--- src/rtl/twi_cmd_bridge.sv ---
module twi_cmd_bridge #(
  parameter int         ACC_CYCLES = 2,
  parameter logic [7:0] STAT_IDLE  = 8'hF8
) (
  input  logic        clk,
  input  logic        rst_n,
  input  logic        host_we,
  input  logic [63:0] host_wdata,
  output logic [63:0] host_rdata,
  output logic        host_busy,
  input  logic        eng_stat_we,
  input  logic [7:0]  eng_stat,
  output logic        eng_rst,
  output logic [7:0]  eng_sla,
  output logic [7:0]  eng_dat,
  output logic [7:0]  eng_ctl,
  output logic [7:0]  eng_clk,
  output logic [7:0]  eng_sla_ext
);
  localparam int         CNT_W   = (ACC_CYCLES > 1) ? $clog2(ACC_CYCLES) : 1;
  localparam int         V_BIT   = 63;
  localparam int         RD_BIT  = 56;
  localparam int         OP_LO   = 57;
  localparam int         AD_LO   = 32;
  localparam logic [3:0] OP_BANK = 4'd6;

  logic [63:0]      cmd_q;
  logic [CNT_W-1:0] cnt_q;
  logic [7:0]       sla_q, dat_q, ctl_q, clk_q, ext_q, stat_q;
  logic             rst_q;
  logic [7:0]       rd_byte;

  wire       busy   = cmd_q[V_BIT];
  wire       done   = busy && (cnt_q == '0);
  wire [3:0] op     = cmd_q[OP_LO+3:OP_LO];
  wire [2:0] addr   = cmd_q[AD_LO+2:AD_LO];
  wire       bank   = done && (op == OP_BANK);
  wire       do_wr  = bank && !cmd_q[RD_BIT];
  wire       do_rd  = bank &&  cmd_q[RD_BIT];
  wire [7:0] wbyte  = cmd_q[7:0];

  always_comb begin
    case (addr)
      3'd0:    rd_byte = sla_q;
      3'd1:    rd_byte = dat_q;
      3'd2:    rd_byte = ctl_q;
      3'd3:    rd_byte = stat_q;
      3'd4:    rd_byte = ext_q;
      default: rd_byte = 8'h00;
    endcase
  end

  always_ff @(posedge clk) begin
    if (!rst_n) begin
      cmd_q <= '0;
      cnt_q <= '0;
    end else if (busy) begin
      if (cnt_q == '0) begin
        cmd_q[V_BIT] <= 1'b0;
        if (do_rd) cmd_q[31:0] <= {24'h0, rd_byte};
      end else begin
        cnt_q <= cnt_q - 1'b1;
      end
    end else if (host_we) begin
      cmd_q <= host_wdata;
      cnt_q <= CNT_W'(ACC_CYCLES - 1);
    end
  end

  always_ff @(posedge clk) begin
    if (!rst_n) begin
      sla_q <= '0;
      dat_q <= '0;
      ctl_q <= '0;
      clk_q <= '0;
      ext_q <= '0;
    end else if (do_wr) begin
      case (addr)
        3'd0:    sla_q <= wbyte;
        3'd1:    dat_q <= wbyte;
        3'd2:    ctl_q <= wbyte;
        3'd3:    clk_q <= wbyte;
        3'd4:    ext_q <= wbyte;
        default: ;
      endcase
    end
  end

  always_ff @(posedge clk) begin
    if (!rst_n) begin
      stat_q <= STAT_IDLE;
      rst_q  <= 1'b0;
    end else begin
      rst_q <= do_wr && (addr == 3'd7);
      if (do_wr && (addr == 3'd7)) stat_q <= STAT_IDLE;
      else if (eng_stat_we)        stat_q <= eng_stat;
    end
  end

  assign host_rdata  = cmd_q;
  assign host_busy   = busy;
  assign eng_rst     = rst_q;
  assign eng_sla     = sla_q;
  assign eng_dat     = dat_q;
  assign eng_ctl     = ctl_q;
  assign eng_clk     = clk_q;
  assign eng_sla_ext = ext_q;
endmodule

--- config.mk ---
export PLATFORM = sky130hd
export DESIGN_NAME = twi_cmd_bridge
export DESIGN_NICKNAME = d
export VERILOG_FILES = /design/src/rtl/twi_cmd_bridge.sv
export SDC_FILE = /design/constraint.sdc
export NUM_CORES = 1
export LEC_CHECK = 0
export ABC_AREA = 1
export BUFFER_PORTS_ARGS = -buffer_cell sky130_fd_sc_hd__clkbuf_2
export CAP_MARGIN = 25
export CELL_PAD_IN_SITES_DETAIL_PLACEMENT = 0
export CELL_PAD_IN_SITES_GLOBAL_PLACEMENT = 1
export CORE_MARGIN = 4
export CORE_UTILIZATION = 36
export DETAILED_ROUTE_END_ITERATION = 10
export GPL_TIMING_DRIVEN = 1
export PLACE_DENSITY_LB_ADDON = 0.2
export SLEW_MARGIN = 10
export SYNTH_ARGS = -nofsm -noshare
export SYNTH_HDL_FRONTEND = slang
export SYNTH_SLANG_ARGS = --single-unit
--- constraint.sdc ---
create_clock -name clk -period 1.85 [get_ports clk]
set_input_delay 0.37 -clock clk [delete_from_list [all_inputs] [get_ports clk]]
set_output_delay 0.37 -clock clk [all_outputs]
set_load 0.01 [all_outputs]
Yosys cells after proc, flatten, opt, wreduce, memory -nomap -nowiden
Cells that the tools add are included.

Register bits: 114. Bits of input ports: 76. Word-level logic and storage cells: 49.

$add $sub $neg: 1. Eq/ne operators: 8. Muxes and demuxes: 10. Bitwise gates (word level): 3. Reduce and logical (&&, ||, !) cells: 16.

Operators by type and width (count): two-way mux 32 bit (3); two-way mux 64 bit (1); case mux 8 bit (5 select lines) (1); AND reduction 2 bit (6); equality test 3 x 2 -> 1 bit (second input constant) (2); equality test 3 bit (second input constant) (2); logical AND 1 bit (5); two-way mux 1 bit (5); equality test 4 x 3 -> 1 bit (second input constant) (1); equality test 3 x 1 -> 1 bit (second input constant) (1); zero test 3 bit (1); NOT 1 bit (3); AND reduction 3 bit (1); inequality test 2 x 1 -> 1 bit (second input constant) (1); inequality test 2 bit (second input constant) (1); nonzero test 2 bit (1); OR reduction 2 bit (1); zero test 1 bit (1); subtractor 1 bit (second input constant) (1).

Logic depth before layout (Yosys ltp)
Gate-level depths: netlist of the first run.

Word-level depth: 7. Mapped depth: 10.

Worst setup path after synthesis of the first run
OpenSTA, ideal clock, no wires.

Kind: register to register. Start point: reg cmd_q[63], in the netlist host_rdata[63]. End point: reg cmd_q[2], in the netlist host_rdata[2]. Arrival: 1206 ps. Data required time: 1722 ps. Setup slack: 516 ps. Stages on the path, launching flop included: 9. Path buffers: 1. Cell sequence: dfxtp_1 -> nand2_1 -> nor2_4 -> nand3_2 -> buf_2 -> nand3_1 -> nand2_1 -> nor2_1 -> nor2_1.

Longest elaborated chain between the ends: 5. Elaborated cells on any way between the ends: 8. Classes of those cells: eq/ne: 2; mux: 1; reduce/logical: 5.

Ends and longest elaborated chain: start: declaration (RTL line 27) `logic [63:0] cmd_q;`; start signal: assignment (RTL line 65) `cmd_q <= host_wdata;`; logical AND 1 bit (RTL line 34) `wire done = busy && (cnt_q == '0);`; logical AND 1 bit (RTL line 37) `wire bank = done && (op == OP_BANK);`; logical AND 1 bit (RTL line 39) `wire do_rd = bank && cmd_q[RD_BIT];`; inequality test 2 x 1 -> 1 bit (no line); AND reduction 3 bit (no line).

Several ways; a longest one is shown, not always the timed one. A chain may end at the register's enable or synchronous reset.

Worst setup path in the final report of the first run
Start point: reg cmd_q[33], in the netlist host_rdata[33]. End point: reg cmd_q[4], in the netlist host_rdata[4].

Longest elaborated chain between the ends: 5. Elaborated cells on any way between the ends: 9. Classes of those cells: eq/ne: 4; mux: 4; reduce/logical: 1.

Ends and longest elaborated chain: equality test 3 bit, or another cell as far along (RTL line 43) `case (addr)`; case mux 8 bit (5 select lines) (*) (RTL line 43); two-way mux 32 bit (*) (RTL line 60) `if (do_rd) cmd_q[31:0] <= {24'h0, rd_byte};`; two-way mux 32 bit (*) (RTL line 58) `if (cnt_q == '0) begin`; two-way mux 32 bit (*) (RTL line 57) `end else if (busy) begin`.

Mark *: on every way between the ends. The rest lies on a longest branch, timed or not. The select of a mux whose other input is x is not followed.

==> run metrics, run 1 <==
status=complete, no violations; Leak Pwr=2.97 nW; placement-stage cell area=0.00563 mm2; synth top area cells=dfxtp_1 50%, nor2_1 13%, nand3_1 8.6%; skew final=~0.012 ns; DRT iter0 DRCs=323; # diodes=0; vias in the first global route=between 4000 and 5000; Synth area leader=dfxtp_1; Crit. End Element=flop; Hold Crit Start=eng_stat[7]; Clk pin slew, worst setup/hold paths=0.05 ns; Net Count, Synth=689; FP Rows=40; core region area=0.0122 mm2; Antenna Violating Nets Remaining=0; GR Overflow Total=0; crit path max fanout=16; clock root buffer=clkbuf_16; I/O Pins=182; type of origin of the critical path=flop; largest net degree at the start of global routing=between 40 and 50; post-CTS resize count=0; Inserted Clock Buffers=17; Mapped Area=0.00454 mm2; worst hold path type=in2reg; Initial Util=0.373; number of remaining DRC errors=0; wire per inst=15.5 um; GRT Overall Usage=0.208; routed wl met3=approximately 1100 um; Setup violations, final=0; Final Max Tran Viols=0; crit path time final=1.61 ns; Distinct cells, synth=22; Gate Count Post-Synth=approximately 610; most used cell, CP=nor2_1; CP startpoint=host_rdata[33]; RSZ-0062 raised after global routing=false; Die Y=120 um; post-synthesis sequential area ratio=0.503; wl on met1=between 6000 and 7000 um; final period utilization=0.870; Longest Clk Path Bufs=2; RD Place Congestion=around 0.95; Design Area, Final=0.00618 mm2; max-cap viol count=0; Setup CP Type=reg2reg; # port buffers=181; Ys Warns=0; slowest cell on the critical path=dfxtp_1; VDD IR-drop max=approximately 590 uV; share of cells above drive strength 1=0.311; met2 wire length=7030 um; worst slack at placement=0.110 ns; Total Nets Final=874; Syn Area/Cell=7.40 um2; synthesis-to-layout area growth=36.1%; reg2reg start=host_rdata[33]; DIE WIDTH=120 um; Buffers & Inverters on Critical Path=0; max_slew headroom=0.735; Post-CTS Hold Fix Bufs=0; via density per instance=4.90; Skew-Pair Late Insertion Delay=0.42 ns; worst-margin pin slew=0.397 ns; final setup margin=0.241 ns; drt total wl=15200 um; Vias=4784; Hold Violations, Final=0; Cell Pwr Density=1020 mW/mm2; crit-path cells=nand2_2 -> nor2_4 -> nand2_1 -> o21ai_0 -> nor2_1 -> nor2_1 -> nor2_1 -> nor2_1; Required @ worst endpoint=2.20 ns; #FFs+latches synth=114; CTS tree=yes; H-tree depth=4; clock sinks=between 100 and 150; max incr delay on CP=0.50 ns; Setup TNS Final=0 ns; Fmax=just over 600 MHz; Synth top area share=0.503; 1st-pass router iterations=5; Die Footprint=0.0145 mm2; top sig layer=met4; hold slack=between 0.15 and 0.2 ns; Final Core Density=0.508; Post-CTS Setup Bufs=0; Crit path arrival time=1.96 ns; initial antenna violation count=0; CP delay by family, top=simple AND/OR/NAND/NOR gates; wire length of the first global-routing pass=about 24000 um; Final HPWL DP=roughly 11000 um
==> power breakdown <==
part	switching [mW]	internal, mW	total, mW	leakage, nW
Sequential	0.0769	2.57	2.65	0.934
Clock	1.07	1.96	3.02	0.275
Combinational	0.385	0.244	0.628	1.76
==> cell type report <==
cell class / instances / area [um2]
multi-input combinational: 445 / 2010
inverter: 19 / 72.6
timing repair buffer: 201 / 1060
sequential: 114 / 2280
clock buffer: 24 / 492
clock inverter: 6 / 55.1
tap: 168 / 210
fill: 1253 / 5990
==> stage by stage <==
step	power [mW]	instances
final	6.30	977
after global routing	6.56	977
after CTS	6.36	977
after detailed placement	3.33	947
after global placement	3.32	947
after floorplan	3.03	613
==> metal layers <==
metal  track usage  up-vias
li1              -     2381
met1         0.274     2183
met2         0.326      197
met3        0.0613       23
met4        0.0744        0
met5             0        -
==> flip-flops by register name (all words and copies together), names as in the netlist <==
register and cells:
eng_sla 8, eng_sla_ext 8, eng_ctl 8, stat_q 8, eng_clk 8, host_rdata 64, cnt_q 1, eng_rst 1
eng_dat 8
==> path summary, 6_finish.rpt <==
path | end | depth (start not counted) | slack (ns)
setup reg to reg | host_rdata[4] | 8 | 0.24
setup / recovery | host_rdata[4] | 8 | 0.24
hold reg to reg | eng_clk[4] | 2 | 0.46
hold / removal | stat_q[7] | 3 | 0.16
==> cells in the final DEF (no fill, tap or decap), types with 6 or more instances in the layout <==
cell type | synthesis | layout
a21oi_1 | 40 | 40
nor2_1 | 155 | 155
buf_4 | 3 | 20
dfxtp_1 | 114 | 113
nand2_1 | 85 | 84
inv_1 | 9 | 9
nor2_4 | 8 | 8
clkinv_2 | 1 | 6
o21ai_0 | 68 | 68
clkbuf_16 | 0 | 17
nand3_1 | 78 | 78
inv_2 | 8 | 8
clkbuf_2 | 0 | 181
==> worst min-delay path: stages <==
cell and delay (ns):
clkbuf_2 0.07, nand2_1 0.04, nand3_1 0.07
==> cell usage after synthesis <==
cell type and instances:
inv_1 9, nor3_1 1, buf_6 3, nand3_4 1, nor4_1 1, nand2_2 3
nor2_4 8, clkbuf_1 17, inv_2 8, a21oi_1 40, buf_1 1, buf_4 3
nor2_1 155, dfxtp_1 114, clkinv_1 1, clkinv_2 1, nand3_1 78, nand4_1 4
buf_2 11, o21ai_0 68, nand2_1 85, nand3_2 1
==> cell families (layout without fill, tap and decap cells) <==
kind of cell,Yosys count,after routing,share of synthesized area
and+or+nand+nor,337,337,0.323
buffers and inverters,54,250,0.0554
DFF,114,114,0.503
AOI/OAI and AO/OA,108,108,0.119
Power figures use the tool's default switching activity.
==> run 2: changes to the inputs <==
--- a/config.mk
+++ b/config.mk
@@ -15,6 +15,7 @@
 export DETAILED_ROUTE_END_ITERATION = 10
 export GPL_TIMING_DRIVEN = 1
 export PLACE_DENSITY_LB_ADDON = 0.2
+export SETUP_SLACK_MARGIN = 0.3
 export SLEW_MARGIN = 10
 export SYNTH_ARGS = -nofsm -noshare
 export SYNTH_HDL_FRONTEND = slang
==> run 2 against run 1 <==
Against the previous run:
- sequential cell count unchanged
- maximum frequency increased by 8.4%
- via count increased by 0.23%
- combinational power increased by 3.5%
- worst hold slack gained 0.00071 ns
- worst setup slack better by 0.12 ns
- clock-buffer cell count unchanged
- design area grew 1.8%
- critical path depth down 6
- clock skew down 0.0022 ns
- sequential power barely moved
- first-iteration DRC count decreased by 7.7%
- largest cell class unchanged
- highest routed layer unchanged
==> run metrics, run 2 (same netlist as run 1, synthesis figures left out) <==
reg2reg start=host_rdata[60] (was host_rdata[33]); max incr delay on CP=0.39 ns (was 0.50 ns); Inserted Clock Buffers=17 (unchanged); crit path time final=1.48 ns (was 1.61 ns); max_slew headroom=0.760 (was 0.735); number of remaining DRC errors=0 (unchanged); Hold Crit Start=eng_stat[7] (unchanged); via density per instance=4.86 (was 4.90); drt total wl=15400 um (was 15200 um); # diodes=0 (unchanged); RD Place Congestion=0.947 (unchanged); worst reg-to-reg setup slack=0.40 ns (was 0.24 ns); wire per inst=15.6 um (was 15.5 um); total chip power=6.32 mW (was 6.30 mW); worst hold path type=in2reg (unchanged); Design Area, Final=0.00629 mm2 (was 0.00618 mm2); VDD IR-drop max=587 uV (was 585 uV); GR Overflow Total=0 (unchanged); initial antenna violation count=0 (unchanged); Antenna Violating Nets Remaining=0 (unchanged); max reg flops=64 (unchanged); max-cap viol count=0 (unchanged); Final Max Tran Viols=0 (unchanged); CTS tree=yes (unchanged); largest net degree at the start of global routing=43 (unchanged); FP Rows=40 (unchanged); slowest cell on the critical path=dfxtp_1 (unchanged); Crit path arrival time=1.11 ns (was 1.96 ns); Total Nets Final=884 (was 874); synthesis-to-layout area growth=38.6% (was 36.1%); status=complete, no violations (unchanged); clock root buffer=clkbuf_16 (unchanged); H-tree depth=4 (unchanged); Longest Clk Path Bufs=2 (unchanged); Critical Path Sink=host_rdata[34] (was host_rdata[4]); Vias=4795 (was 4784); most frequent cells in the layout=181 x clkbuf_2, 154 x nor2_1, 110 x dfxtp_1, 83 x nand2_1, 77 x nand3_1 (was 181 x clkbuf_2, 155 x nor2_1, 113 x dfxtp_1, 84 x nand2_1, 78 x nand3_1); Reg area=0.00229 mm2 (was 0.00228 mm2); worst slack at placement=0.110 ns (unchanged); Cell Pwr Density=1000 mW/mm2 (was 1020 mW/mm2); clock sinks=114 (unchanged); Setup TNS Final=0 ns (unchanged); share of cells above drive strength 1=0.327 (was 0.311); I/O Pins=182 (unchanged); core region area=0.0122 mm2 (unchanged); Fmax=674 MHz (was 621 MHz); top sig layer=met4 (unchanged); CP delay by family, top=flip-flops (was simple AND/OR/NAND/NOR gates); Multi-input gate area=0.00202 mm2 (was 0.00201 mm2); final period utilization=0.803 (was 0.870); 1st-pass router iterations=5 (unchanged); final setup margin=0.365 ns (was 0.241 ns); # port buffers=181 (unchanged); crit path max fanout=7 (was 16); wl on met1=6810 um (was 6720 um); RSZ-0062 raised after global routing=false (unchanged); Buffers & Inverters on Critical Path=2 (was 0); wire length of the first global-routing pass=23700 um (was 23600 um); DRT iter0 DRCs=298 (was 323); Final HPWL DP=11100 um (unchanged); Clk pin slew, worst setup/hold paths=0.05 ns (about the same); fillers=1239 (was 1253); Skew-Pair Late Insertion Delay=0.42 ns (about the same); GRT Overall Usage=0.209 (was 0.208); most common cell after layout, fill and taps aside=clkbuf_2 (unchanged); Die Footprint=0.0145 mm2 (unchanged); Final Core Density=0.517 (was 0.508); Setup violations, final=0 (unchanged); Crit. End Element=output port (was flop); CP Depth=2 (was 8); Required @ worst endpoint=1.48 ns (was 2.20 ns); R2R depth=8 (unchanged); Hold Violations, Final=0 (unchanged); Initial Util=0.373 (unchanged); DIE WIDTH=120 um (unchanged); Crit Reg-Reg Endpoint=eng_dat[5] (was host_rdata[4]); routed wl met3=1130 um (about the same); Setup CP Type=reg2out (was reg2reg); type of origin of the critical path=flop (unchanged); vias in the first global route=4503 (was 4483); Leak Pwr=3.03 nW (was 2.97 nW); met2 wire length=7150 um (was 7030 um); Die Y=120 um (unchanged); worst-margin pin slew=0.358 ns (was 0.397 ns); placement-stage cell area=0.00563 mm2 (unchanged); crit-path cells=buf_6 -> clkbuf_2 (was nand2_2 -> nor2_4 -> nand2_1 -> o21ai_0 -> nor2_1 -> nor2_1 -> nor2_1 -> nor2_1); CP startpoint=host_rdata[34] (was host_rdata[33]); skew final=0.00983 ns (was 0.0120 ns)
## run 2: cell types whose count changed in the layout (fill, tap and decap cells not counted)
cell,previous run,this run
dfxtp_4,0,2
inv_2,8,6
buf_4,20,26
buf_6,0,4
nand2_1,84,83
nor2_1,155,154
dfxtp_2,1,2
nor2_2,0,1
dfxtp_1,113,110
nand2_2,4,5
nand3_2,1,2
inv_4,0,2
nand3_1,78,77
## run 2: power breakdown
part	total, mW	leakage, nW	internal (mW)	switching (mW)
clock	3.02	0.275	1.96	1.06
sequential	2.65	0.936	2.57	0.0787
combinational	0.650	1.82	0.259	0.390
total	6.32	3.03	4.79	1.53
## run 2: final cells by class
class                           instances  share of cell area
Sequential cell                       114               0.364
Multi-Input combinational cell        445               0.321
Timing Repair Buffer                  211               0.182
Clock buffer                           24              0.0782
Tap cell                              168              0.0334
Inverter                               19              0.0123
Clock inverter                          6             0.00875
## run 2: layer usage
layer  track usage  vias to the layer above
met5             0                        -
met1         0.275                     2172
li1              -                     2402
met3        0.0599                       22
met4        0.0744                        0
met2         0.328                      199
## run 2: worst reg2reg max path, cell delays in order (launching register included)
cell     delay, ns
dfxtp_1       0.31
inv_1         0.08
nand2_2       0.07
nor2_4        0.14
nand3_4       0.19
nor2_4        0.28
buf_6         0.13
o21ai_0       0.06
nor2_1        0.13
## run 2: through the flow
step	std cells	hold WS, ns
finish	987	0.164
global route	987	0.177
CTS	981	0.153
detailed placement	947	0.457
global placement	947	0.457
floorplan	613	0.440
## run 2: what timing repair did
action | CTS | global route
pin swaps | 2 | 5
buffers inserted | 4 | 6
resized for setup | 5 | 11
hold buffers | 0 | 0
setup endpoints to repair | 28 | 56
## run 2: worst min path at each step
stage / end / slack, ns / cells after the start
after floorplan: stat_q[0] / 0.44 / 2
after global placement: eng_clk[3] / 0.46 / 2
after detailed placement: eng_clk[4] / 0.46 / 2
after CTS: stat_q[7] / 0.15 / 3
after global routing: host_rdata[19] / 0.18 / 3
final: stat_q[7] / 0.16 / 3
